`src/rtl/blit_pkg.sv`:
```
package blit_pkg;
   localparam int CMD_W = 32;
   localparam int OPC_W = 8;

   localparam logic [OPC_W-1:0] OP_COLOR   = 8'h0B;
   localparam logic [OPC_W-1:0] OP_DST     = 8'h0C;
   localparam logic [OPC_W-1:0] OP_SRC     = 8'h0D;
   localparam logic [OPC_W-1:0] OP_WIDTH   = 8'h0E;
   localparam logic [OPC_W-1:0] OP_HEIGHT  = 8'h0F;
   localparam logic [OPC_W-1:0] OP_GO_COPY = 8'h21;
   localparam logic [OPC_W-1:0] OP_GO_FILL = 8'h23;

   localparam int GO_IRQ_BIT  = 1;
   localparam int GO_VREV_BIT = 4;
   localparam int GO_HREV_BIT = 5;

   typedef enum logic [1:0] {
      ST_IDLE = 2'd0,
      ST_FILL = 2'd1,
      ST_RD   = 2'd2,
      ST_WR   = 2'd3
   } blit_state_e;
endpackage

```
`src/rtl/blit_cmd_decode.sv`:
```
module blit_cmd_decode
   import blit_pkg::*;
#(
   parameter int ADDR_W = 24,
   parameter int PIX_W  = 16,
   parameter int DIM_W  = 10
) (
   input  logic              clk,
   input  logic              rst_n,
   input  logic              accept,
   input  logic [CMD_W-1:0]  word,
   output logic [ADDR_W-1:0] dst_base,
   output logic [ADDR_W-1:0] src_base,
   output logic [DIM_W-1:0]  wid_m1,
   output logic [DIM_W-1:0]  hgt_m1,
   output logic [PIX_W-1:0]  color,
   output logic              go,
   output logic              go_copy,
   output logic              go_irq,
   output logic              go_hrev,
   output logic              go_vrev
);
   localparam int PARAM_W = CMD_W - OPC_W;

   if (ADDR_W > PARAM_W || PIX_W > PARAM_W || DIM_W > PARAM_W) begin : g_bad_width
      $error("blit_cmd_decode: a field does not fit below the opcode");
   end

   logic [OPC_W-1:0] opc;
   logic             known;
   logic             unused_word;

   assign opc         = word[CMD_W-1:CMD_W-OPC_W];
   assign unused_word = ^word;

   always_comb begin
      case (opc)
         OP_COLOR, OP_DST, OP_SRC, OP_WIDTH, OP_HEIGHT,
         OP_GO_COPY, OP_GO_FILL: known = 1'b1;
         default:                known = 1'b0;
      endcase
   end

   always_ff @(posedge clk or negedge rst_n) begin
      if (!rst_n) begin
         dst_base <= '0;
         src_base <= '0;
         wid_m1   <= '0;
         hgt_m1   <= '0;
         color    <= '0;
      end else if (accept) begin
         case (opc)
            OP_DST:    dst_base <= {word[ADDR_W-1:1], 1'b0};
            OP_SRC:    src_base <= {word[ADDR_W-1:1], 1'b0};
            OP_WIDTH:  wid_m1   <= word[DIM_W-1:0];
            OP_HEIGHT: hgt_m1   <= word[DIM_W-1:0];
            OP_COLOR:  color    <= word[PIX_W-1:0];
            default: ;
         endcase
      end
   end

   assign go      = accept && (opc == OP_GO_FILL || opc == OP_GO_COPY);
   assign go_copy = (opc == OP_GO_COPY);
   assign go_irq  = word[GO_IRQ_BIT];
   assign go_hrev = go_copy && word[GO_HREV_BIT];
   assign go_vrev = go_copy && word[GO_VREV_BIT];

   AST_UNKNOWN_KEEPS: assert property (@(posedge clk) disable iff (!rst_n)
      (accept && !known) |=> ($stable(dst_base) && $stable(src_base) && $stable(wid_m1)
                              && $stable(hgt_m1) && $stable(color)));
endmodule

```
`src/rtl/blit_addr_gen.sv`:
```
module blit_addr_gen #(
   parameter int ADDR_W  = 24,
   parameter int DIM_W   = 10,
   parameter int PITCH_W = 16
) (
   input  logic [ADDR_W-1:0]  base,
   input  logic [PITCH_W-1:0] pitch,
   input  logic [DIM_W-1:0]   x,
   input  logic [DIM_W-1:0]   y,
   output logic [ADDR_W-1:0]  addr
);
   localparam int SUM_W = ADDR_W + DIM_W + PITCH_W + 1;

   logic [SUM_W-1:0] sum;
   logic             unused_sum;

   assign sum        = SUM_W'(base) + SUM_W'(y) * SUM_W'(pitch) + SUM_W'({x, 1'b0});
   assign addr       = {sum[ADDR_W-1:1], 1'b0};
   assign unused_sum = ^sum;
endmodule

```
`src/rtl/blit_walker.sv`:
```
module blit_walker
   import blit_pkg::*;
#(
   parameter int ADDR_W  = 24,
   parameter int PIX_W   = 16,
   parameter int DIM_W   = 10,
   parameter int PITCH_W = 16
) (
   input  logic               clk,
   input  logic               rst_n,
   input  logic               start,
   input  logic               start_copy,
   input  logic               start_irq,
   input  logic               start_hrev,
   input  logic               start_vrev,
   input  logic [ADDR_W-1:0]  dst_base,
   input  logic [ADDR_W-1:0]  src_base,
   input  logic [DIM_W-1:0]   wid_m1,
   input  logic [DIM_W-1:0]   hgt_m1,
   input  logic [PIX_W-1:0]   color,
   input  logic [PITCH_W-1:0] pitch,
   input  logic [PIX_W-1:0]   mem_rdata,
   output logic               busy,
   output logic               mem_req,
   output logic               mem_we,
   output logic [ADDR_W-1:0]  mem_addr,
   output logic [PIX_W-1:0]   mem_wdata,
   output logic               done,
   output logic               irq
);
   localparam int N_PORTS = 2;   // 0: destination, 1: source

   blit_state_e       state;
   logic [DIM_W-1:0]  col, row, px, py;
   logic              hrev, vrev, irq_en;
   logic              last_col, last_row, advance;
   logic [ADDR_W-1:0] bases   [N_PORTS];
   logic [ADDR_W-1:0] ag_addr [N_PORTS];

   assign px       = hrev ? (wid_m1 - col) : col;
   assign py       = vrev ? (hgt_m1 - row) : row;
   assign bases[0] = dst_base;
   assign bases[1] = src_base;

   for (genvar g = 0; g < N_PORTS; g++) begin : g_port
      blit_addr_gen #(.ADDR_W(ADDR_W), .DIM_W(DIM_W), .PITCH_W(PITCH_W)) u_ag (
         .base (bases[g]),
         .pitch(pitch),
         .x    (px),
         .y    (py),
         .addr (ag_addr[g])
      );
   end

   assign last_col  = (col == wid_m1);
   assign last_row  = (row == hgt_m1);
   assign advance   = (state == ST_FILL) || (state == ST_WR);
   assign busy      = (state != ST_IDLE);
   assign mem_req   = busy;
   assign mem_we    = advance;
   assign mem_addr  = (state == ST_RD) ? ag_addr[1] : ag_addr[0];
   assign mem_wdata = (state == ST_FILL) ? color : mem_rdata;

   always_ff @(posedge clk or negedge rst_n) begin
      if (!rst_n) begin
         state  <= ST_IDLE;
         col    <= '0;
         row    <= '0;
         hrev   <= 1'b0;
         vrev   <= 1'b0;
         irq_en <= 1'b0;
         done   <= 1'b0;
         irq    <= 1'b0;
      end else begin
         done <= 1'b0;
         irq  <= 1'b0;
         case (state)
            ST_IDLE: if (start) begin
               state  <= start_copy ? ST_RD : ST_FILL;
               col    <= '0;
               row    <= '0;
               hrev   <= start_hrev;
               vrev   <= start_vrev;
               irq_en <= start_irq;
            end
            ST_RD: state <= ST_WR;
            default: ;
         endcase
         if (advance) begin
            if (last_col) begin
               col <= '0;
               row <= row + DIM_W'(1);
            end else begin
               col <= col + DIM_W'(1);
            end
            if (last_col && last_row) begin
               state <= ST_IDLE;
               done  <= 1'b1;
               irq   <= irq_en;
            end else if (state == ST_WR) begin
               state <= ST_RD;
            end
         end
      end
   end

   AST_DONE_AFTER_WRITE: assert property (@(posedge clk) disable iff (!rst_n)
      done |-> $past(mem_req && mem_we));
   AST_DONE_SINGLE: assert property (@(posedge clk) disable iff (!rst_n)
      done |=> !done);
   AST_COPY_READ_FIRST: assert property (@(posedge clk) disable iff (!rst_n)
      (state == ST_WR) |-> $past(mem_req && !mem_we));
   AST_IRQ_ONLY_AT_END: assert property (@(posedge clk) disable iff (!rst_n)
      irq |-> $past(busy));
endmodule

```
`src/rtl/blit_engine.sv`:
```
module blit_engine
   import blit_pkg::*;
#(
   parameter int ADDR_W  = 24,
   parameter int PIX_W   = 16,
   parameter int DIM_W   = 10,
   parameter int PITCH_W = 16
) (
   input  logic               clk,
   input  logic               rst_n,
   input  logic               cmd_valid,
   input  logic [31:0]        cmd_data,
   output logic               cmd_ready,
   input  logic [PITCH_W-1:0] line_pitch,
   output logic               mem_req,
   output logic               mem_we,
   output logic [ADDR_W-1:0]  mem_addr,
   output logic [PIX_W-1:0]   mem_wdata,
   input  logic [PIX_W-1:0]   mem_rdata,
   output logic               busy,
   output logic               done,
   output logic               irq
);
   if (CMD_W != 32) begin : g_bad_cmd
      $error("blit_engine: command words must be 32 bits");
   end

   logic              accept, go, go_copy, go_irq, go_hrev, go_vrev;
   logic [ADDR_W-1:0] dst_base, src_base;
   logic [DIM_W-1:0]  wid_m1, hgt_m1;
   logic [PIX_W-1:0]  color;

   assign cmd_ready = !busy;
   assign accept    = cmd_valid && cmd_ready;

   blit_cmd_decode #(.ADDR_W(ADDR_W), .PIX_W(PIX_W), .DIM_W(DIM_W)) u_dec (
      .clk, .rst_n, .accept, .word(cmd_data),
      .dst_base, .src_base, .wid_m1, .hgt_m1, .color,
      .go, .go_copy, .go_irq, .go_hrev, .go_vrev
   );

   blit_walker #(.ADDR_W(ADDR_W), .PIX_W(PIX_W), .DIM_W(DIM_W), .PITCH_W(PITCH_W)) u_walk (
      .clk, .rst_n,
      .start(go), .start_copy(go_copy), .start_irq(go_irq),
      .start_hrev(go_hrev), .start_vrev(go_vrev),
      .dst_base, .src_base, .wid_m1, .hgt_m1, .color,
      .pitch(line_pitch), .mem_rdata,
      .busy, .mem_req, .mem_we, .mem_addr, .mem_wdata, .done, .irq
   );

   AST_GO_STARTS: assert property (@(posedge clk) disable iff (!rst_n)
      go |=> busy);
   AST_EVEN_ADDR: assert property (@(posedge clk) disable iff (!rst_n)
      mem_req |-> (mem_addr[0] == 1'b0));
endmodule

```
`config.mk`:
```
export PLATFORM = sky130hd
export DESIGN_NAME = blit_engine
export DESIGN_NICKNAME = d
export VERILOG_FILES = /design/src/rtl/blit_pkg.sv /design/src/rtl/blit_cmd_decode.sv /design/src/rtl/blit_addr_gen.sv /design/src/rtl/blit_walker.sv /design/src/rtl/blit_engine.sv
export SDC_FILE = /design/constraint.sdc
export NUM_CORES = 1
export LEC_CHECK = 0
export ABC_AREA = 1
export BUFFER_PORTS_ARGS = -buffer_cell sky130_fd_sc_hd__buf_2
export CORE_ASPECT_RATIO = 1.25
export CORE_MARGIN = 2
export CORE_UTILIZATION = 65
export CTS_BUF_LIST = sky130_fd_sc_hd__clkbuf_8
export DETAILED_ROUTE_END_ITERATION = 12
export GPL_ROUTABILITY_DRIVEN = 0
export PLACE_DENSITY = 0.84
export SYNTH_ARGS = -nofsm -noshare
export SYNTH_HDL_FRONTEND = slang
export SYNTH_SLANG_ARGS = --single-unit
```
`constraint.sdc`:
```
create_clock -name clk -period 19.4 [get_ports clk]
set_input_delay 3.88 -clock clk [delete_from_list [all_inputs] [get_ports clk]]
set_output_delay 3.88 -clock clk [all_outputs]
set_load 0.1 [all_outputs]
```
==> summary.txt, run 1 <==
grt ovf: 0
Post-CTS Resized: 0
Crit path required time: 15.52 ns
endpoint class of the critical path: output pin
WL/cell: 16.06 µm
number of synthesized flops with an enable pin: 0
Final Util: 70.81%
final setup vio count: 0
largest cells by area after synthesis: dfrtp_1 20%, fa_1 20%, ha_1 13%, nand2_1 12%, inv_1 8.7%
Ys Warns: 0
Die ar.: 22,140 µm²
Worst-Margin Slew: 0.9133 ns
initial antenna violation count: 0
row count: 59
Pins Over Slew Limit: 0
Routed Antenna Nets: 0
CTS Hold Buffers Added: 0
RSZ-0062 raised after global routing: no
Layout Nets: 2,248
Max Root-Sink Buffers: 2
DIE HEIGHT: 165.9 µm
post-DP HPWL: 28,470 µm
Clk Latency, worst-skew pair: 0.41 ns
synth cell count leaders: 426 x nand2_1, 314 x inv_1, 166 x o21ai_0
setup bufs post-CTS: 0
final wirelength: 35,160 µm
largest net degree at the start of global routing: 69
Synth async-reset ratio: 100.0%
TritonCTS clock tree: built
port buffer count: 111
area of the core: 20,670 µm²
Initial DRC Count: 1,141
first-pass GRT wire length: 59,460 µm
Pre-Repair DR Iteration Count: 8
Max-slew headroom: 38.96%
Die Wd: 133.5 µm
Top-Level Pins: 113
synth unique cells: 50
PnR worst setup slack: 4.438 ns
Hold Violations, Final: 0
post-synthesis cell count: 1,818
fmax: 66.83 MHz
Synth area leader: dfrtp_1
Worst Clk Skew: 0.02682 ns
count leader, synth: nand2_1
status: finished, final reports clean
vias per cell: 5.720
area grow syn2layout: 7.439%
fin cells: 2,189
dpl ws: 4.631 ns
top-area cell type share of the netlist area: 20.02%
Final min period: 14.96 ns
crit-path most repeated cell: fa_1
syn_nets: 2,156
H-tree Lvls: 3
FILL cells: 1,714
total track usage: 33.16%
Mapped Area: 13,620 µm²
Critical-path top delay cell: fa_1
number of global-route vias before repair: 12,591
Inst Count DP: 2,173
CTS Buf Count: 9
area occupied by multi-input gates: 9538 µm²
register area share after synthesis: 20.02%
Starting Density: 65.91%
DR vias: 12,520
critical path startpoint category: input port
share of cells above drive strength 1: 9.347%
ys flop type: dfrtp_1
Clk pin slew, worst setup/hold paths: 0.14 ns
reg-to-reg setup timing slack: 16.96 ns
Root Driver: clkbuf_8
largest fanout on the critical path: 7
Final TNS setup: 0 ns
n_diodes: 0
Hold Crit Class: flop to flop
WS Path Type: input port to output pin
CP max stage delay: 0.58 ns
maxcap violations: 0
CP arrival: 11.08 ns
FF+latch area: 2728 µm²
Avg Cell Area, Syn: 7.493 µm²
synthesized flop and latch total: 109
period utilization: 77.13%
Residual DRC: 0
# clock sinks: 109
## cell type report
class | count | share of cell area, %
multi-input cells | 1352 | 65.17
repair buffers | 120 | 4.274
clock inverters | 7 | 0.5813
inverters | 318 | 8.155
clock buffers | 9 | 0.8463
well taps | 274 | 2.342
flip-flops and latches | 109 | 18.64
## registers in the layout, indices dropped and copies added, names as in the netlist, 10 cells and up, named ones only
register        cells
u_dec.dst_base     23
u_dec.hgt_m1       10
u_walk.col         10
u_dec.color        16
u_dec.wid_m1       10
u_dec.src_base     23
u_walk.row         10
## per-stage QoR
step                instance area (µm²)  hold slack [ns]
floorplan                         13620           0.4452
global placement                  14430           0.4579
detailed placement                14430           0.4731
CTS                               14640           0.5032
global route                      14640           0.5332
finish                            14640           0.5052
## final timing paths
| path | endpoint | from | cells past startpoint |
|---|---|---|---|
| max | mem_addr[22] | line_pitch[6] | 29 |
| min | u_walk.irq_en | u_walk.irq_en | 2 |
| max reg2reg | u_walk.row[5] | u_walk.col[7] | 11 |
| min reg2reg | u_walk.irq_en | u_walk.irq_en | 2 |
| max in group asynchronous | u_dec.src_base[20] | rst_n | 2 |
| min in group asynchronous | u_dec.color[0] | rst_n | 1 |
## cells by family after synthesis
| kind of cell | synth area share, % |
|---|---|
| AOI/OAI and AO/OA | 13.79 |
| xor gates and xnor gates | 3.086 |
| adders and majority gates | 32.22 |
| buffers and inverters | 9.983 |
| DFF | 20.02 |
| muxes | 0.07348 |
| other | 0.02753 |
| and+or+nand+nor | 20.80 |
## layout by cell type, fill, tap and decap left out, types with 33 or more instances in the layout
cell     instances
nand2_1        426
inv_1          314
o21ai_0        166
nor2_1         156
ha_1           138
fa_1           133
buf_2          110
dfrtp_1        109
a21oi_1         98
nand3_1         45
xor2_1          33
## routing by layer
metal / up-vias / global-route usage (%) / routed length (µm)
li1: 5962 / - / -
met1: 5899 / 41.88 / 13970
met2: 543 / 57.51 / 17330
met3: 116 / 4.731 / 2354
met4: 0 / 13.00 / 1505
met5: - / 0 / 0
## critical path: cells and delay by family
family | cells | cell delay [ns]
and+or+nand+nor | 8 | 1.43
xor gates and xnor gates | 1 | 0.35
AOI/OAI and AO/OA | 7 | 1.01
adders and majority gates | 8 | 3.56
buffers and inverters | 5 | 0.85
Power of run 1 is not shown: default switching activity piles up to over one toggle a cycle in this logic, so the estimate is an artifact.
==> run 2, diff against run 1 <==
--- a/config.mk
+++ b/config.mk
@@ -9,11 +9,11 @@
 export BUFFER_PORTS_ARGS = -buffer_cell sky130_fd_sc_hd__buf_2
 export CORE_ASPECT_RATIO = 1.25
 export CORE_MARGIN = 2
-export CORE_UTILIZATION = 65
+export CORE_UTILIZATION = 64
 export CTS_BUF_LIST = sky130_fd_sc_hd__clkbuf_8
 export DETAILED_ROUTE_END_ITERATION = 12
 export GPL_ROUTABILITY_DRIVEN = 0
-export PLACE_DENSITY = 0.84
+export PLACE_DENSITY = 0.83
 export SYNTH_ARGS = -nofsm -noshare
 export SYNTH_HDL_FRONTEND = slang
 export SYNTH_SLANG_ARGS = --single-unit
==> constraint.sdc (replaced) <==
create_clock -name clk -period 14.39 [get_ports clk]
set_input_delay 2.878 -clock clk [delete_from_list [all_inputs] [get_ports clk]]
set_output_delay 2.878 -clock clk [all_outputs]
set_load 0.1 [all_outputs]
==> run 2 against run 1 <==
Against the previous run: cell count about the same; flip-flop and latch count unchanged; critical path depth up 1; clock skew down 0.0092 ns; global-route usage down 0.22 points; sequential share of layout area about the same; non-clock buffer count unchanged; routed wire length up 0.70%; setup slack worse by 3.0 ns; hold slack worse by 0.0042 ns; register-to-register slack worse by 5.1 ns; highest routed layer unchanged.
==> summary.txt, run 2 (synthesis results as in run 1) <==
Layout Nets: 2,248 (unchanged)
Root Driver: clkbuf_8
setup bufs post-CTS: 0 (unchanged)
area of the core: 20,890 µm² (+1.1%)
number of global-route vias before repair: 12,665 (+0.59%)
row count: 59 (unchanged)
Pins Over Slew Limit: 0 (unchanged)
Die Wd: 134.5 µm (+0.76%)
Critical-path top delay cell: fa_1
# clock sinks: 109 (unchanged)
largest fanout on the critical path: 7 (unchanged)
highest metal layer with signal wires: met4
largest net degree at the start of global routing: 73 (+5.8%)
Max Root-Sink Buffers: 2 (unchanged)
Die ar.: 22,480 µm² (+1.5%)
Starting Density: 65.21% (-0.70 points)
most frequent cells in the layout: 426 x nand2_1, 314 x inv_1, 166 x o21ai_0, 156 x nor2_1, 138 x ha_1
Top-Level Pins: 113 (unchanged)
Clk Latency, worst-skew pair: 0.40 ns (about the same)
share of cells above drive strength 1: 9.300% (-0.047 points)
Pre-Repair DR Iteration Count: 6 (-2)
Initial DRC Count: 932 (-18%)
vias per cell: 5.752 (+0.57%)
period utilization: 90.19%
PnR worst setup slack: 1.411 ns (-3.026 ns)
RSZ-0062 raised after global routing: no
DR vias: 12,586 (+0.53%)
status: finished, final reports clean
total track usage: 32.94% (-0.22 points)
dpl ws: 1.637 ns (-2.993 ns)
port buffer count: 111 (unchanged)
final wirelength: 35,410 µm (+0.70%)
Routed Antenna Nets: 0 (unchanged)
critical path startpoint category: input port
Hold Crit Class: flop to flop
Final min period: 12.98 ns
grt ovf: 0 (unchanged)
final setup vio count: 0 (unchanged)
n_diodes: 0 (unchanged)
CP Buf/Inv Count: 5 (unchanged)
H-tree Lvls: 3 (unchanged)
maxcap violations: 0 (unchanged)
first-pass GRT wire length: 59,500 µm (about the same)
Worst-Margin Slew: 0.9328 ns (+0.01947 ns)
Residual DRC: 0 (unchanged)
Max-slew headroom: 37.66% (-1.3 points)
post-DP HPWL: 28,890 µm (+1.5%)
endpoint class of the critical path: output pin
fmax: 77.05 MHz
Top Registers: u_dec.dst_base (23), u_dec.src_base (23), u_dec.color (16)
routed metal-1 wirelength: 13,920 µm (-0.36%)
Worst Clk Skew: 0.01760 ns (-0.009216 ns)
Crit path required time: 11.51 ns (-4.01 ns)
crit-path most repeated cell: fa_1
Post-CTS Resized: 0 (unchanged)
Final TNS setup: 0 ns (unchanged)
most common cell after layout, fill and taps aside: nand2_1
WL/cell: 16.18 µm (+0.75%)
DR WL met2: 17,270 µm (-0.38%)
DIE HEIGHT: 167.1 µm (+0.76%)
CTS Hold Buffers Added: 0 (unchanged)
CP arrival: 10.10 ns (-0.98 ns)
Clk pin slew, worst setup/hold paths: 0.11 ns (-0.03 ns)
WS Path Type: input port to output pin
area grow syn2layout: 7.283%
initial antenna violation count: 0 (unchanged)
CP max stage delay: 0.56 ns (-0.02 ns)
CP delay by family, top: adder cells
Hold Violations, Final: 0 (unchanged)
met3 WL: 2323 µm (-1.3%)
TritonCTS clock tree: built
CTS Buf Count: 9 (unchanged)
## run 2: metal layers
metal  vias to the layer above  track usage [%]
met1                      5896            41.74
met2                       601            56.03
met3                       141            3.875
met5                         -                0
met4                         0            15.97
li1                       5948                -
## run 2: path summary, 6_finish.rpt
check / cells after the start / slack (ns) / start / to
max: 30 / 1.41 / line_pitch[7] / mem_addr[23]
max reg2reg: 11 / 11.88 / u_walk.col[6] / u_walk.row[5]
max in group asynchronous: 2 / 10.67 / rst_n / u_dec.dst_base[23]
min in group asynchronous: 1 / 2.42 / rst_n / u_dec.color[0]
min reg2reg: 2 / 0.50 / u_dec.color[9] / u_dec.color[9]
min: 2 / 0.50 / u_dec.color[9] / u_dec.color[9]
## run 2: metrics by stage
step / util (%) / instances / hold WS, ns / area, µm²
3_5_place_dp: 69.06 / 2173 / 0.4790 / 14430
6_report: 69.96 / 2188 / 0.5009 / 14620
4_1_cts: 69.96 / 2188 / 0.5064 / 14620
3_3_place_gp: 69.06 / 2173 / 0.4604 / 14430
2_1_floorplan: - / 1818 / 0.4452 / 13620
5_1_grt: 69.96 / 2188 / 0.5224 / 14620
## run 2: area by class of cell
cell class                 count  area (µm²)
timing repair buffer         120       625.6
fill                        1716        6276
clock buffer                   9       123.9
sequential                   109        2728
tap                          274       342.8
inverter                     318        1194
clock inverter                 6       63.81
multi-input combinational   1352        9538
## run 2: worst reg2reg max path, stage by stage (launching register included)
cell      delay (ns)
dfrtp_1         0.40
inv_1           0.12
ha_1            0.34
inv_1           0.10
nor3_2          0.27
nand3_1         0.19
nor2_1          0.38
inv_2           0.16
nor2_1          0.16
nand2_1         0.08
nor3_1          0.13
a211oi_1        0.06
Power of run 2 is left out for the same reason.
